--- src/rtl/adc_hc_pkg.sv ---
package adc_hc_pkg;

  typedef enum logic [2:0] {
    ST_IDLE,
    ST_CAL_LO,
    ST_CAL_RUN,
    ST_WR_LO,
    ST_WAIT_INT,
    ST_RD_LO
  } hc_state_e;

  // Nanoseconds to clock cycles, rounded up.
  function automatic int ns_to_cyc(input int ns, input int mhz);
    return (ns * mhz + 999) / 1000;
  endfunction

endpackage

--- src/rtl/adc_hc_sync.sv ---
module adc_hc_sync #(
  parameter int   STAGES  = 2,
  parameter logic RST_VAL = 1'b1
) (
  input  logic clk,
  input  logic rst_n,
  input  logic d_i,
  output logic q_o
);
  logic [STAGES-1:0] chain_q;

  generate
    if (STAGES == 1) begin : g_one
      always_ff @(posedge clk or negedge rst_n) begin
        if (!rst_n) chain_q <= RST_VAL;
        else        chain_q <= d_i;
      end
    end else begin : g_many
      always_ff @(posedge clk or negedge rst_n) begin
        if (!rst_n) chain_q <= {STAGES{RST_VAL}};
        else        chain_q <= {chain_q[STAGES-2:0], d_i};
      end
    end
  endgenerate

  assign q_o = chain_q[STAGES-1];
endmodule

--- src/rtl/adc_hc_timer.sv ---
module adc_hc_timer #(
  parameter int CNT_W = 8
) (
  input  logic             clk,
  input  logic             rst_n,
  input  logic             load_i,
  input  logic [CNT_W-1:0] val_i,
  output logic             done_o
);
  logic [CNT_W-1:0] cnt_q, cnt_d;
  logic             cnt_en;

  always_comb begin
    cnt_en = load_i || (cnt_q != '0);
    cnt_d  = load_i ? val_i : cnt_q - 1'b1;
  end

  always_ff @(posedge clk or negedge rst_n) begin
    if (!rst_n)      cnt_q <= '0;
    else if (cnt_en) cnt_q <= cnt_d;
  end

  assign done_o = (cnt_q == '0);

  // the counter rests at zero until reloaded
  tmr_rest_chk: assert property (@(posedge clk) disable iff (!rst_n)
    (done_o && !load_i) |=> done_o) else $error("timer left zero without load");
endmodule

--- src/rtl/adc_hc_capture.sv ---
module adc_hc_capture #(
  parameter int DATA_W = 13
) (
  input  logic              clk,
  input  logic              rst_n,
  input  logic              clr_i,
  input  logic              load_i,
  input  logic [DATA_W-1:0] din_i,
  output logic [DATA_W-1:0] dout_o,
  output logic              valid_o
);
  logic [DATA_W-1:0] data_q;
  logic              valid_q, valid_d, valid_en;

  always_comb begin
    valid_en = clr_i || load_i;
    valid_d  = load_i;
  end

  always_ff @(posedge clk or negedge rst_n) begin
    if (!rst_n)      data_q <= '0;
    else if (load_i) data_q <= din_i;
  end

  always_ff @(posedge clk or negedge rst_n) begin
    if (!rst_n)        valid_q <= 1'b0;
    else if (valid_en) valid_q <= valid_d;
  end

  assign dout_o  = data_q;
  assign valid_o = valid_q;


  valid_rise_chk: assert property (@(posedge clk) disable iff (!rst_n)
    $rose(valid_q) |-> $past(load_i)) else $error("valid rose without capture");

  valid_clr_chk: assert property (@(posedge clk) disable iff (!rst_n)
    (clr_i && !load_i) |=> !valid_q) else $error("valid not cleared");
endmodule

--- src/rtl/adc_hc_ctrl.sv ---
module adc_hc_ctrl
  import adc_hc_pkg::*;
#(
  parameter int CLK_MHZ      = 100,
  parameter int PULSE_NS     = 200,
  parameter int ACCESS_NS    = 85,
  parameter int CAL_WAIT_CYC = 71000,
  parameter int TIMEOUT_CYC  = 4000,
  parameter int DATA_W       = 13,
  parameter int SYNC_STAGES  = 2
) (
  input  logic              clk,
  input  logic              rst_n,
  input  logic              cmd_cal_i,
  input  logic              cmd_conv_i,
  input  logic              cmd_az_i,
  output logic              busy_o,
  output logic [DATA_W-1:0] result_o,
  output logic              result_valid_o,
  output logic              timeout_err_o,
  output logic              adc_cs_n_o,
  output logic              adc_wr_n_o,
  output logic              adc_rd_n_o,
  output logic              adc_cal_n_o,
  output logic              adc_az_n_o,
  input  logic              adc_int_n_i,
  input  logic [DATA_W-1:0] adc_data_i
);
  localparam int PULSE_CYC = ns_to_cyc(PULSE_NS, CLK_MHZ);
  localparam int ACC_CYC   = ns_to_cyc(ACCESS_NS, CLK_MHZ);
  localparam int MAX_A     = (PULSE_CYC > ACC_CYC) ? PULSE_CYC : ACC_CYC;
  localparam int MAX_B     = (CAL_WAIT_CYC > TIMEOUT_CYC) ? CAL_WAIT_CYC : TIMEOUT_CYC;
  localparam int MAX_CYC   = (MAX_A > MAX_B) ? MAX_A : MAX_B;
  localparam int CNT_W     = $clog2(MAX_CYC + 1);
  localparam logic [CNT_W-1:0] LD_PULSE = CNT_W'(PULSE_CYC - 1);
  localparam logic [CNT_W-1:0] LD_ACC   = CNT_W'(ACC_CYC - 1);
  localparam logic [CNT_W-1:0] LD_CALW  = CNT_W'(CAL_WAIT_CYC - 1);
  localparam logic [CNT_W-1:0] LD_TMO   = CNT_W'(TIMEOUT_CYC - 1);

  hc_state_e        state_q, state_d;
  logic             cal_ok_q, cal_ok_d;
  logic             cal_pend_q, cal_pend_d;
  logic             az_q, az_d;
  logic             tmo_q, tmo_d;
  logic             tmr_load;
  logic [CNT_W-1:0] tmr_val;
  logic             tmr_done;
  logic             int_s_n;
  logic             cap_clr, cap_load;
  logic             conv_open;

  adc_hc_sync #(.STAGES(SYNC_STAGES), .RST_VAL(1'b1)) u_int_sync (
    .clk(clk), .rst_n(rst_n), .d_i(adc_int_n_i), .q_o(int_s_n)
  );

  adc_hc_timer #(.CNT_W(CNT_W)) u_timer (
    .clk(clk), .rst_n(rst_n), .load_i(tmr_load), .val_i(tmr_val), .done_o(tmr_done)
  );

  adc_hc_capture #(.DATA_W(DATA_W)) u_capture (
    .clk(clk), .rst_n(rst_n), .clr_i(cap_clr), .load_i(cap_load),
    .din_i(adc_data_i), .dout_o(result_o), .valid_o(result_valid_o)
  );

  assign conv_open = (state_q == ST_WR_LO) || (state_q == ST_WAIT_INT) ||
                     (state_q == ST_RD_LO);

  // Next-state process
  always_comb begin
    state_d    = state_q;
    cal_ok_d   = cal_ok_q;
    cal_pend_d = cal_pend_q;
    az_d       = az_q;
    tmo_d      = tmo_q;
    tmr_load   = 1'b0;
    tmr_val    = '0;
    cap_clr    = 1'b0;
    cap_load   = 1'b0;

    if (conv_open && cmd_cal_i) cal_pend_d = 1'b1;

    unique case (state_q)
      ST_IDLE: begin
        if (cmd_cal_i) begin
          state_d  = ST_CAL_LO;
          tmr_load = 1'b1;
          tmr_val  = LD_PULSE;
          tmo_d    = 1'b0;
        end else if (cmd_conv_i && cal_ok_q) begin
          state_d  = ST_WR_LO;
          tmr_load = 1'b1;
          tmr_val  = LD_PULSE;
          tmo_d    = 1'b0;
          az_d     = ~cmd_az_i;
          cap_clr  = 1'b1;
        end
      end
      ST_CAL_LO: begin
        if (tmr_done) begin
          state_d  = ST_CAL_RUN;
          tmr_load = 1'b1;
          tmr_val  = LD_CALW;
        end
      end
      ST_CAL_RUN: begin
        if (tmr_done) begin
          state_d  = ST_IDLE;
          cal_ok_d = 1'b1;
        end
      end
      ST_WR_LO: begin
        if (tmr_done) begin
          state_d  = ST_WAIT_INT;
          tmr_load = 1'b1;
          tmr_val  = LD_TMO;
        end
      end
      ST_WAIT_INT: begin
        if (!int_s_n) begin
          state_d  = ST_RD_LO;
          tmr_load = 1'b1;
          tmr_val  = LD_ACC;
        end else if (tmr_done) begin
          tmo_d = 1'b1;
          if (cal_pend_d) begin
            state_d    = ST_CAL_LO;
            tmr_load   = 1'b1;
            tmr_val    = LD_PULSE;
            cal_pend_d = 1'b0;
          end else begin
            state_d = ST_IDLE;
          end
        end
      end
      ST_RD_LO: begin
        if (tmr_done) begin
          cap_load = 1'b1;
          if (cal_pend_d) begin
            state_d    = ST_CAL_LO;
            tmr_load   = 1'b1;
            tmr_val    = LD_PULSE;
            cal_pend_d = 1'b0;
          end else begin
            state_d = ST_IDLE;
          end
        end
      end
      default: state_d = ST_IDLE;
    endcase
  end

  // Register process
  always_ff @(posedge clk or negedge rst_n) begin
    if (!rst_n) begin
      state_q    <= ST_IDLE;
      cal_ok_q   <= 1'b0;
      cal_pend_q <= 1'b0;
      az_q       <= 1'b1;
      tmo_q      <= 1'b0;
    end else begin
      state_q    <= state_d;
      cal_ok_q   <= cal_ok_d;
      cal_pend_q <= cal_pend_d;
      az_q       <= az_d;
      tmo_q      <= tmo_d;
    end
  end

  assign adc_cs_n_o    = !((state_q == ST_WR_LO) || (state_q == ST_RD_LO));
  assign adc_wr_n_o    = (state_q != ST_WR_LO);
  assign adc_rd_n_o    = (state_q != ST_RD_LO);
  assign adc_cal_n_o   = (state_q != ST_CAL_LO);
  assign adc_az_n_o    = az_q;
  assign busy_o        = (state_q != ST_IDLE);
  assign timeout_err_o = tmo_q;

  // Low-run counters used only by the checks below
  logic [15:0] wr_run_q, rd_run_q, cal_run_q;
  always_ff @(posedge clk or negedge rst_n) begin
    if (!rst_n) begin
      wr_run_q  <= '0;
      rd_run_q  <= '0;
      cal_run_q <= '0;
    end else begin
      wr_run_q  <= adc_wr_n_o  ? '0 : wr_run_q + 1'b1;
      rd_run_q  <= adc_rd_n_o  ? '0 : rd_run_q + 1'b1;
      cal_run_q <= adc_cal_n_o ? '0 : cal_run_q + 1'b1;
    end
  end


  no_testmode_chk: assert property (@(posedge clk) disable iff (!rst_n)
    !(!adc_cs_n_o && !adc_cal_n_o && adc_rd_n_o)) else $error("test mode driven");

  cal_wr_excl_chk: assert property (@(posedge clk) disable iff (!rst_n)
    !(!adc_cal_n_o && !adc_wr_n_o)) else $error("calibrate low during write");

  cal_quiet_chk: assert property (@(posedge clk) disable iff (!rst_n)
    !adc_cal_n_o |-> (adc_cs_n_o && adc_rd_n_o && adc_wr_n_o)) else $error("strobe during calibrate");

  cal_width_chk: assert property (@(posedge clk) disable iff (!rst_n)
    $rose(adc_cal_n_o) |-> (cal_run_q == 16'(PULSE_CYC))) else $error("calibrate width");

  wr_width_chk: assert property (@(posedge clk) disable iff (!rst_n)
    $rose(adc_wr_n_o) |-> (wr_run_q == 16'(PULSE_CYC))) else $error("write width");

  rd_width_chk: assert property (@(posedge clk) disable iff (!rst_n)
    $rose(adc_rd_n_o) |-> (rd_run_q == 16'(ACC_CYC))) else $error("read width");

  az_hold_chk: assert property (@(posedge clk) disable iff (!rst_n)
    (busy_o && $past(busy_o)) |-> $stable(adc_az_n_o)) else $error("auto-zero moved");

  tmo_idle_chk: assert property (@(posedge clk) disable iff (!rst_n)
    $rose(timeout_err_o) |-> (adc_rd_n_o && adc_wr_n_o)) else $error("timeout with strobe");
endmodule

--- config.mk ---
export PLATFORM = sky130hd
export DESIGN_NAME = adc_hc_ctrl
export DESIGN_NICKNAME = d
export VERILOG_FILES = /design/src/rtl/adc_hc_pkg.sv /design/src/rtl/adc_hc_sync.sv /design/src/rtl/adc_hc_timer.sv /design/src/rtl/adc_hc_capture.sv /design/src/rtl/adc_hc_ctrl.sv
export SDC_FILE = /design/constraint.sdc
export NUM_CORES = 1
export LEC_CHECK = 0
export ABC_AREA = 1
export BUFFER_PORTS_ARGS = -buffer_cell sky130_fd_sc_hd__buf_2
export CORE_UTILIZATION = 50
export CTS_CLUSTER_DIAMETER = 200
export DETAILED_ROUTE_END_ITERATION = 8
export GPL_ROUTABILITY_DRIVEN = 0
export MAX_ROUTING_LAYER = met4
export PLACE_DENSITY_LB_ADDON = 0.12
export SLEW_MARGIN = 20
export SYNTH_ARGS = -nofsm -noshare
export SYNTH_HDL_FRONTEND = slang
export SYNTH_HIERARCHICAL = 1
export SYNTH_SLANG_ARGS = --single-unit
--- constraint.sdc ---
create_clock -name clk -period 2.9 [get_ports clk]
set_input_delay 0.145 -clock clk [delete_from_list [all_inputs] [get_ports clk]]
set_output_delay 0.145 -clock clk [all_outputs]
set_load 0.01 [all_outputs]
; Word level (Yosys, flattened, before mapping)
; Index checks and enable logic that the tools add are counted.
[op_classes]
reduce_logical = 18
mux = 37
addsub = 1
bitwise = 2
eq_ne = 14
[op_table]
columns = op, count
row1 = $pmux 17 s5, 1
row2 = $mux 17, 2
row3 = $mux 5, 5
row4 = $mux 3, 7
row5 = $pmux 3 s6, 1
row6 = $logic_not 17->1, 1
row7 = $mux 1, 17
row8 = $reduce_bool 17->1, 1
row9 = $sub 17x1->17 const B, 1
row10 = $mux 12, 1
row11 = $ne 2x2->1 const B, 4
row12 = $reduce_and 4->1, 2
row13 = $eq 3x2->1 const B, 2
row14 = $eq 3x3->1 const B, 2
row15 = $ne 3x3->1 const B, 2
row16 = $logic_or 1x1->1, 5
row17 = $pmux 1 s2, 2
row18 = $pmux 1 s4, 1
row19 = $eq 3x1->1 const B, 1
row20 = $logic_not 3->1, 1
row21 = $ne 3x1->1 const B, 1
row22 = $ne 3x2->1 const B, 1
row23 = $reduce_and 3->1, 1
row24 = $reduce_bool 3->1, 1
row25 = other kinds (7), 9
[totals]
in_bits = 19
reg_bits = 40
output_inout_bits = 21

; Longest topological paths before layout
; Gate-level depths: netlist of the first run.
[depth]
ltp_word = 10
ltp_mapped = 16
depth_no_buf = 15

; Modules after synthesis
; The synthesis of the first run kept the hierarchy.
[by_module_without_submodules]
columns = module, area_per_inst_um2, cells_per_inst, instances
row1 = adc_hc_timer, 1183.6, 170, 1
row2 = adc_hc_capture, 530.5, 59, 1
row3 = adc_hc_ctrl, 485.5, 74, 1
row4 = adc_hc_sync, 52.6, 2, 1

; Worst setup path before layout of the first run
; Ideal clock, no wire load.
[synth_path]
path_kind = reg-to-reg
startpoint = register u_timer.cnt_q[0]
endpoint = register u_timer.cnt_q[1]
slack_ns = 0.203
synth_period_minus_slack_ns = 2.697
stages_incl_launch_ff = 15
arrival_ns = 2.571
n_path_buf = 1
path_cell_list = dfrtp_1 inv_1 ha_1 nand2_2 nor2_4 nand3_1 nor3_1 inv_1 nor3_2 a21oi_1 nand3_1 clkbuf_1 o21ai_0 nand2_1 o21ai_0
[synth_via]
elab_chain_cells = 5
[synth_rtl]
columns = element, line
row1 = from (decl), adc_hc_timer.sv:10  ; logic [CNT_W-1:0] cnt_q, cnt_d;
row2 = from (signal assigned), adc_hc_timer.sv:20  ; else if (cnt_en) cnt_q <= cnt_d;
row3 = $logic_not 17->1 *, adc_hc_timer.sv:23  ; assign done_o = (cnt_q == '0);
row4 = via tmr_done, adc_hc_ctrl.sv:47  ; logic tmr_done;
row5 = $mux 1, adc_hc_ctrl.sv:136  ; if (tmr_done) begin
row6 = $mux 1, adc_hc_ctrl.sv:119  ; if (!int_s_n) begin
row7 = $pmux 1 s4 *, adc_hc_ctrl.sv:82  ; unique case (state_q)
row8 = via tmr_load, adc_hc_ctrl.sv:45  ; logic tmr_load;
row9 = $mux 17 or $logic_or 1x1->1 (tied branches), "adc_hc_timer.sv:15, adc_hc_timer.sv:14"
; Mark *: on every way through the listed nets, which the timed path passes. The rest lies on a longest branch.
; A chain may end at the register's enable or synchronous reset.

; Worst setup path after layout of the first run
[layout_path]
startpoint = register u_timer.cnt_q[0]
endpoint = register u_timer.cnt_q[4]
; Same word-level chain as after synthesis.

==> results of run 1 <==
[cell families (layout without fill, tap and decap cells)]
| family | count (synthesis) | count (layout) | share of synthesized area (%) |
|---|---|---|---|
| and+or+nand+nor | 187 | 187 | 36.5 |
| DFF | 40 | 40 | 44.6 |
| AOI/OAI and AO/OA | 35 | 35 | 9.83 |
| other | 1 | 4 | 0.167 |
| adders and majority gates | 1 | 1 | 0.555 |
| buffers and inverters | 41 | 88 | 8.33 |
[state kept, by name, summed over array words and instances (netlist names)]
register and flops:
adc_az_n_o 1, cal_ok_q 1, cal_pend_q 1, state_q 3, timeout_err_o 1, u_capture/dout_o 13
u_capture/valid_o 1, u_int_sync/chain_q 2, u_timer/cnt_q 17
[synth_stat cells]
cell type                  number
sky130_fd_sc_hd__a21oi_1        8
sky130_fd_sc_hd__or2_1          1
sky130_fd_sc_hd__a41o_2         1
sky130_fd_sc_hd__nand2_2        3
sky130_fd_sc_hd__nand4_4        1
sky130_fd_sc_hd__buf_12         1
sky130_fd_sc_hd__or2_2          2
sky130_fd_sc_hd__conb_1         1
sky130_fd_sc_hd__nand3_1       21
sky130_fd_sc_hd__ha_1           1
sky130_fd_sc_hd__buf_6          1
sky130_fd_sc_hd__a21oi_2        9
sky130_fd_sc_hd__and2_1         1
sky130_fd_sc_hd__dfrtp_1       37
sky130_fd_sc_hd__nand2_1      116
sky130_fd_sc_hd__nor2_2         5
sky130_fd_sc_hd__inv_1         32
sky130_fd_sc_hd__buf_2          1
sky130_fd_sc_hd__clkbuf_1       2
sky130_fd_sc_hd__o211ai_1       1
sky130_fd_sc_hd__nor3_1         2
sky130_fd_sc_hd__clkinv_4       1
sky130_fd_sc_hd__o21ai_0       15
sky130_fd_sc_hd__o21ai_2        1
sky130_fd_sc_hd__nor2_4         5
sky130_fd_sc_hd__dfstp_2        3
sky130_fd_sc_hd__nor3_2         1
sky130_fd_sc_hd__buf_4          1
sky130_fd_sc_hd__nor2_1        29
sky130_fd_sc_hd__inv_2          2
[power groups by stage]
stage                     combinational, mW  clock (mW)  sequential, mW
after floorplan                       0.891           0           0.854
after global placement                 1.15           0           0.875
after detailed placement               1.15           0           0.876
after CTS                              1.16       0.453           0.866
after global routing                   1.34       0.474           0.890
final                                  1.16       0.443           0.870
[routing by layer]
metal / track usage (%) / wire length (um) / vias to the layer above
li1: - / - / 1047
met1: 27.7 / 2270 / 878
met4: 8.62 / 62 / 0
met5: - / 0 / -
met3: 4.68 / 166 / 4
met2: 33.3 / 2170 / 36
[area by class of cell]
| class | instances | share of cell area, % |
|---|---|---|
| Clock buffer | 6 | 2.75 |
| Clock inverter | 2 | 1.33 |
| Inverter | 35 | 5.17 |
| Multi-Input combinational cell | 227 | 41.0 |
| Sequential cell | 40 | 38.1 |
| Tap cell | 52 | 2.47 |
| Timing Repair Buffer | 45 | 9.20 |
[how the worst max path moves through the flow]
| stage | slack [ns] | end | startpoint |
|---|---|---|---|
| finish | 0.32 | u_timer/cnt_q[4] | u_timer/cnt_q[0] |
| global route | -0.005 | u_timer/cnt_q[4] | u_timer/cnt_q[0] |
| CTS | 0.20 | u_timer/cnt_q[4] | u_timer/cnt_q[0] |
| detailed placement | 0.24 | u_timer/cnt_q[4] | u_timer/cnt_q[0] |
| global placement | 0.40 | u_timer/cnt_q[4] | u_timer/cnt_q[0] |
| floorplan | 0.20 | u_timer/cnt_q[1] | u_timer/cnt_q[0] |
[worst max-delay path, stage by stage (launching register included)]
cell	delay [ns]
sky130_fd_sc_hd__dfrtp_1	0.38
sky130_fd_sc_hd__inv_1	0.10
sky130_fd_sc_hd__ha_1	0.21
sky130_fd_sc_hd__nand2_2	0.10
sky130_fd_sc_hd__nor2_4	0.21
sky130_fd_sc_hd__nand3_1	0.16
sky130_fd_sc_hd__nor3_2	0.16
sky130_fd_sc_hd__inv_1	0.14
sky130_fd_sc_hd__nor3_4	0.22
sky130_fd_sc_hd__a21oi_1	0.09
sky130_fd_sc_hd__nand3_1	0.10
sky130_fd_sc_hd__buf_4	0.24
sky130_fd_sc_hd__a21oi_1	0.06
sky130_fd_sc_hd__o21ai_0	0.08
sky130_fd_sc_hd__o21ai_0	0.16
sky130_fd_sc_hd__nor2_4	0.10
[stage by stage]
stage / TNS [ns] / util [%]
6_report: 0 / 60.6
2_1_floorplan: 0 / -
4_1_cts: 0 / 60.3
3_3_place_gp: 0 / 57.6
3_5_place_dp: 0 / 57.6
5_1_grt: -0.00520 / 60.6
[what timing repair did]
action | in CTS | in global routing
setup buffers | 0 | 0
endpoints found under the setup margin | 0 | 16
hold buffers | 1 | 0
endpoints found under the hold margin | 1 | 0
resized for setup | 0 | 2
==> impl_summary.txt, run 1 <==
----------------------------------------------------
[Status]
  Status ... complete, but fails checks
  Violated checks ... hold timing

[Placed design]
  Post-Place Setup Slack ... 0.241 ns
  Detailed-placement wirelength estimate ... 3470 um
  Post-placement cell area ... approximately 2500 sq um
  Number of instances in the placed design ... 398
  # port buffers ... 39

[Setup path]
  Capturing point of the worst reg2reg path ... u_timer/cnt_q[4]
  CP Data Arrival Time ... roughly 2.8 ns
  FF-to-FF setup slack ... 0.32 ns
  Critical R2R Launch ... u_timer/cnt_q[0]
  Highest fanout seen on the critical path ... 21
  Critical path class ... reg2reg
  Nature of the critical path endpoint ... flip-flop
  Number of cells on the worst reg-to-reg path ... 15
  Critical Path Source Type ... flip-flop
  Required time of the worst setup path ... 3.12 ns

[Floorplanning]
  Vertical die dimension ... 69.1 um
  Count of pins on the block boundary ... 40
  Die width ... slightly below 70 um
  Starting Density ... 51.7%
  Area enclosed by the die boundary ... 4780 sq um
  Std cell rows ... 24
  Core area ... ~4400 sq um

[Finish]
  Leading cell types in the layout, fill and taps excluded ... sky130_fd_sc_hd__nand2_1, sky130_fd_sc_hd__buf_2, sky130_fd_sc_hd__dfrtp_1, sky130_fd_sc_hd__inv_1, sky130_fd_sc_hd__nor2_1
  Combined area of the multi-input logic cells ... 1080 sq um
  Ratio of cells with drive above 1 in the final layout ... between 20% and 30%
  Fill cell instance count of the final layout ... between 400 and 500
  Most common library cell in the layout ignoring fill and taps ... sky130_fd_sc_hd__nand2_1
  Total Nets Final ... 374
  Non-filler cells, final ... a little over 400
  Sequential cell area ... 1000 sq um
  Number of antenna diodes ... 0
  Layout overhead on the synthesized area ... 17.2%
  Total non-filler cell area in the finished layout ... 2640 sq um

[Clocking]
  Longest Clk Path Bufs ... 2
  Number of levels in the clock H-tree ... 2
  Clock Pin Slew Worst Setup and Hold Paths ... 0.08 ns
  Sinks on Clock Net ... 40
  CTS buffer count ... 5
  Clock root buffer master ... sky130_fd_sc_hd__clkbuf_8
  Worst skew pair latency ... 0.29 ns
  TritonCTS clock tree ... done

[Pwr]
  Share of total power in the clock network ... 17.9%
  Standby leakage power ... 1.29 nW
  Switching share of power ... 43.2%
  Register share of total power ... 35.2%
  Peak VDD IR ... around 660 uV
  Part of the total power dissipated in combinational logic ... 46.8%
  Net switching power of the design ... 1.07 mW
  Power Dens Cells ... 935 nW/um^2
  Final Power ... 2.47 mW
  Internal Power ... approximately 1.4 mW

[Synthesis]
  Fraction of the yosys area taken by sequential cells ... 44.6%
  Largest cells by area after synthesis ... sky130_fd_sc_hd__dfrtp_1, sky130_fd_sc_hd__nand2_1, sky130_fd_sc_hd__inv_1
  Post-synthesis instance total ... 305
  Fraction of synthesized cell area taken by the top area cell type ... 41.1%
  Library cell with the largest summed area after synthesis ... sky130_fd_sc_hd__dfrtp_1
  Syn avg cell area ... 7.38 sq um
  #FFs+latches synth ... 40
  Distinct cell type count after synthesis ... 30
  Warnings, synthesis ... 6
  Area of the mapped netlist ... 2250 sq um

[Routing]
  Remaining antenna violation count after routing ... 0
  Drt pass-1 iters ... 4
  Total wire length after detailed routing ... approximately 4700 um
  Vias/cell ... approximately 4.8
  Post-detailed-route DRC marker count ... 0
  Routed via count ... 1965
  WL/cell ... 11.5 um
  Iteration-0 DRC count of the detailed router ... roughly 110

[GRT]
  Global-route wire length before repair ... 7900 um
  Remaining global-route overflow ... 0
  All-Layer GR Usage ... 21.6%
  Via count of the first global-routing pass ... 1807
  Initial antenna violation count ... 0
  Pin count of the biggest net entering global routing ... 41

[STA]
  Final critical-path share of the clock period ... 89.1%
  Shortest clock period the worst path allows after layout ... 2.58 ns
  Total count of hold-check failures in the final report ... 37
  Number of failing setup endpoints in the final timing report ... 0
  Peak Freq ... 387 MHz
  Actual slew at the worst max-slew pin ... 0.870 ns
  Relative slew slack ... a little over two fifths
  Number of max-slew violations in the final report ... 0
  Unrepaired setup endpoints after global routing ... true
  Setup skew after layout ... around 0.0055 ns
  Tightest hold margin ... -0.0321 ns
  Final setup margin ... ~0.32 ns

[Flow run]
  Max Cap Viol ... 0

[Worst hold path]
  Path category of the worst min-delay check ... in2async

----------------------------------------------------
No activity file was read; power rests on OpenSTA's default activity.
==> run 2, diff against run 1 <==
--- a/config.mk
+++ b/config.mk
@@ -6,7 +6,7 @@
 export NUM_CORES = 1
 export LEC_CHECK = 0
 export ABC_AREA = 1
-export BUFFER_PORTS_ARGS = -buffer_cell sky130_fd_sc_hd__buf_2
+export BUFFER_PORTS_ARGS = -buffer_cell sky130_fd_sc_hd__buf_4
 export CORE_UTILIZATION = 50
 export CTS_CLUSTER_DIAMETER = 200
 export DETAILED_ROUTE_END_ITERATION = 8
==> run 2 against run 1 <==
Compared with the run above:
- the run now ends clean
- register-to-register slack got worse by 0.11 ns
- die area did not move
- power rose by 1.5%
- sequential share of layout area fell by 1.7 points
- maximum frequency fell by 4.0%
- worst hold slack improved by 0.088 ns
- routed wire length rose by 8.1%
- sequential power rose by 0.5%
- flip-flop and latch count did not move
- cell area rose by 4.6%
- critical path type unchanged
==> impl_summary.txt, run 2 (synthesized netlist as in run 1, its figures left out) <==
----------------------------------------------------
[Placed design]
  # port buffers ... 39
  Post-Place Setup Slack ... slightly above 0.09 ns
  Detailed-placement wirelength estimate ... approximately 3500 um
  Number of instances in the placed design ... 396

[Routing]
  Total wire length after detailed routing ... 5050 um
  Remaining antenna violation count after routing ... 0
  Iteration-0 DRC count of the detailed router ... 49
  Vias/cell ... 4.99
  Routed via count ... around 2100
  WL/cell ... 12.3 um
  Post-detailed-route DRC marker count ... 0
  Drt pass-1 iters ... 4

[STA]
  Shortest clock period the worst path allows after layout ... between 2 and 3 ns
  Total count of hold-check failures in the final report ... 0
  Number of failing setup endpoints in the final timing report ... 0
  Final critical-path share of the clock period ... just over 90%
  Peak Freq ... ~370 MHz
  Relative slew slack ... between 60% and 70%
  Number of max-slew violations in the final report ... 0
  Setup TNS ... 0 ns
  Actual slew at the worst max-slew pin ... between 0.5 and 0.6 ns
  Final setup margin ... 0.209 ns
  Setup skew after layout ... 0.00730 ns

[Status]
  Status ... finished, final reports clean

[Setup path]
  CP max stage cell ... sky130_fd_sc_hd__dfrtp_1
  Nature of the critical path endpoint ... flip-flop
  Buffer and inverter count on the worst path ... 4
  Critical Path Max Stage Delay ... 0.38 ns
  Dominant delay contributor by cell family on the critical path ... simple AND/OR/NAND/NOR gates
  Critical Path Source Type ... flip-flop
  Highest fanout seen on the critical path ... 12
  CP Data Arrival Time ... just under 3 ns
  Cell Chain, Critical Path ... inv_1, ha_1, nand2_2, nor2_4, nand3_1, nor3_2, inv_1, nor3_4, a21oi_1, nand3_2, clkinvlp_4, nand4_4, clkinv_4, a21oi_1
  Required time of the worst setup path ... 3.11 ns
  Critical path class ... reg2reg

[Finish]
  Layout overhead on the synthesized area ... 22.6%
  Largest reg by FF count ... u_timer/cnt_q
  Fill cell instance count of the final layout ... 406
  Number of flip-flops in the largest register ... 17
  Total Nets Final ... ~380
  Number of antenna diodes ... 0
  Ratio of cells with drive above 1 in the final layout ... 25.6%
  Most common library cell in the layout ignoring fill and taps ... sky130_fd_sc_hd__nand2_1
  Non-filler cells, final ... between 400 and 500
  Leading cell types in the layout, fill and taps excluded ... sky130_fd_sc_hd__nand2_1, sky130_fd_sc_hd__buf_4, sky130_fd_sc_hd__dfrtp_1, sky130_fd_sc_hd__inv_1, sky130_fd_sc_hd__nor2_1

[Flow run]
  Max Cap Viol ... 0

[Clocking]
  Worst skew pair latency ... 0.28 ns
  Sinks on Clock Net ... 40
  TritonCTS clock tree ... done
  CTS buffer count ... 5
  Clock root buffer master ... sky130_fd_sc_hd__clkbuf_8
  Longest Clk Path Bufs ... 2
  Number of levels in the clock H-tree ... 2
  Clock Pin Slew Worst Setup and Hold Paths ... 0.08 ns

[GRT]
  Pin count of the biggest net entering global routing ... 41
  Global-route wire length before repair ... between 8000 and 9000 um
  Initial antenna violation count ... 0
  Via count of the first global-routing pass ... 1920
  All-Layer GR Usage ... 21.8%
  Remaining global-route overflow ... 0

[Floorplanning]
  Die width ... 69.1 um
  Starting Density ... 51.7%
  Vertical die dimension ... 69.1 um
  Std cell rows ... 24
  Count of pins on the block boundary ... 40
  Core area ... 4350 sq um
  Area enclosed by the die boundary ... 4780 sq um

[Pwr]
  Register share of total power ... 34.9%
  Switching share of power ... 44.2%
  Peak VDD IR ... roughly 410 uV
  Standby leakage power ... 1.36 nW
  Internal Power ... 1.40 mW
  Final Power ... approximately 2.5 mW
  Net switching power of the design ... around 1.1 mW
  Share of total power in the clock network ... between 10% and 20%
  Part of the total power dissipated in combinational logic ... approximately half
  Power Dens Cells ... 908 nW/um^2

[Worst hold path]
  Path category of the worst min-delay check ... in2reg

----------------------------------------------------
==> run 2: cell count changes in the layout (fill, tap and decap cells not counted) <==
cell	delta
sky130_fd_sc_hd__inv_1	-1
sky130_fd_sc_hd__nand3_2	+1
sky130_fd_sc_hd__buf_2	-39
sky130_fd_sc_hd__clkinv_2	+1
sky130_fd_sc_hd__clkinvlp_4	+1
sky130_fd_sc_hd__dlygate4sd3_1	+1
sky130_fd_sc_hd__clkbuf_1	-1
sky130_fd_sc_hd__clkinvlp_2	+1
sky130_fd_sc_hd__buf_4	+41
sky130_fd_sc_hd__clkbuf_8	+1
sky130_fd_sc_hd__nand3_1	-1
sky130_fd_sc_hd__bufinv_16	-1
==> run 2: area by class of cell <==
class,instances,area [sq um],share of cell area [%]
multi-input cells,227,1090,39.4
clock buffers,6,82.6,2.99
well taps,52,65.1,2.36
flip-flops and latches,40,1000,36.4
repair inverters,1,5.00,0.181
clock inverters,2,10.0,0.363
inverters,35,140,5.08
repair buffers,48,365,13.2
==> run 2: worst paths after layout <==
path,from,end,slack (ns),cells past startpoint
max,u_timer/cnt_q[0],u_timer/cnt_q[8],0.21,14
min,adc_data_i[11],u_capture/dout_o[11],0.06,3
max reg2reg,u_timer/cnt_q[0],u_timer/cnt_q[8],0.21,14
min reg2reg,u_int_sync/chain_q[0],u_int_sync/chain_q[1],0.36,0
max in group asynchronous,rst_n,adc_az_n_o,2.16,2
min in group asynchronous,rst_n,u_timer/cnt_q[11],0.37,2
==> run 2: repair_timing <==
action,CTS,global route
gates resized for setup,0,4
hold buffers,2,0
setup endpoints to repair,0,16
hold endpoints to repair,38,0
buffers inserted,0,4
==> run 2: worst min-delay path, delay by kind of cell <==
kind                   cells  cell delay (ns)
buffers and inverters      1             0.08
AND/OR/NAND/NOR            2             0.09
==> run 2: power groups by stage <==
stage | logic (mW) | clock network, mW | registers [mW]
after floorplan | 0.891 | 0 | 0.854
after global placement | 1.16 | 0 | 0.876
after detailed placement | 1.18 | 0 | 0.879
after CTS | 1.19 | 0.393 | 0.870
after global routing | 1.41 | 0.414 | 0.900
final | 1.25 | 0.380 | 0.874
==> run 2: through the flow <==
stage / area [sq um] / utilization (%) / hold WS [ns]
floorplan: 2260 / - / -0.151
global route: 2760 / 63.4 / 0.0624
detailed placement: 2590 / 59.5 / 0.155
global placement: 2590 / 59.5 / 0.153
finish: 2760 / 63.4 / 0.0564
CTS: 2710 / 62.1 / 0.0492
==> run 2: layer usage <==
metal  part of all wire [%]  global-route usage, %  up-vias
met5                      0                      -        -
met4                   0.71                   7.26        0
met3                    3.7                   3.65        4
met2                     50                   34.8       37
met1                     45                   28.3      963
li1                       -                      -     1046
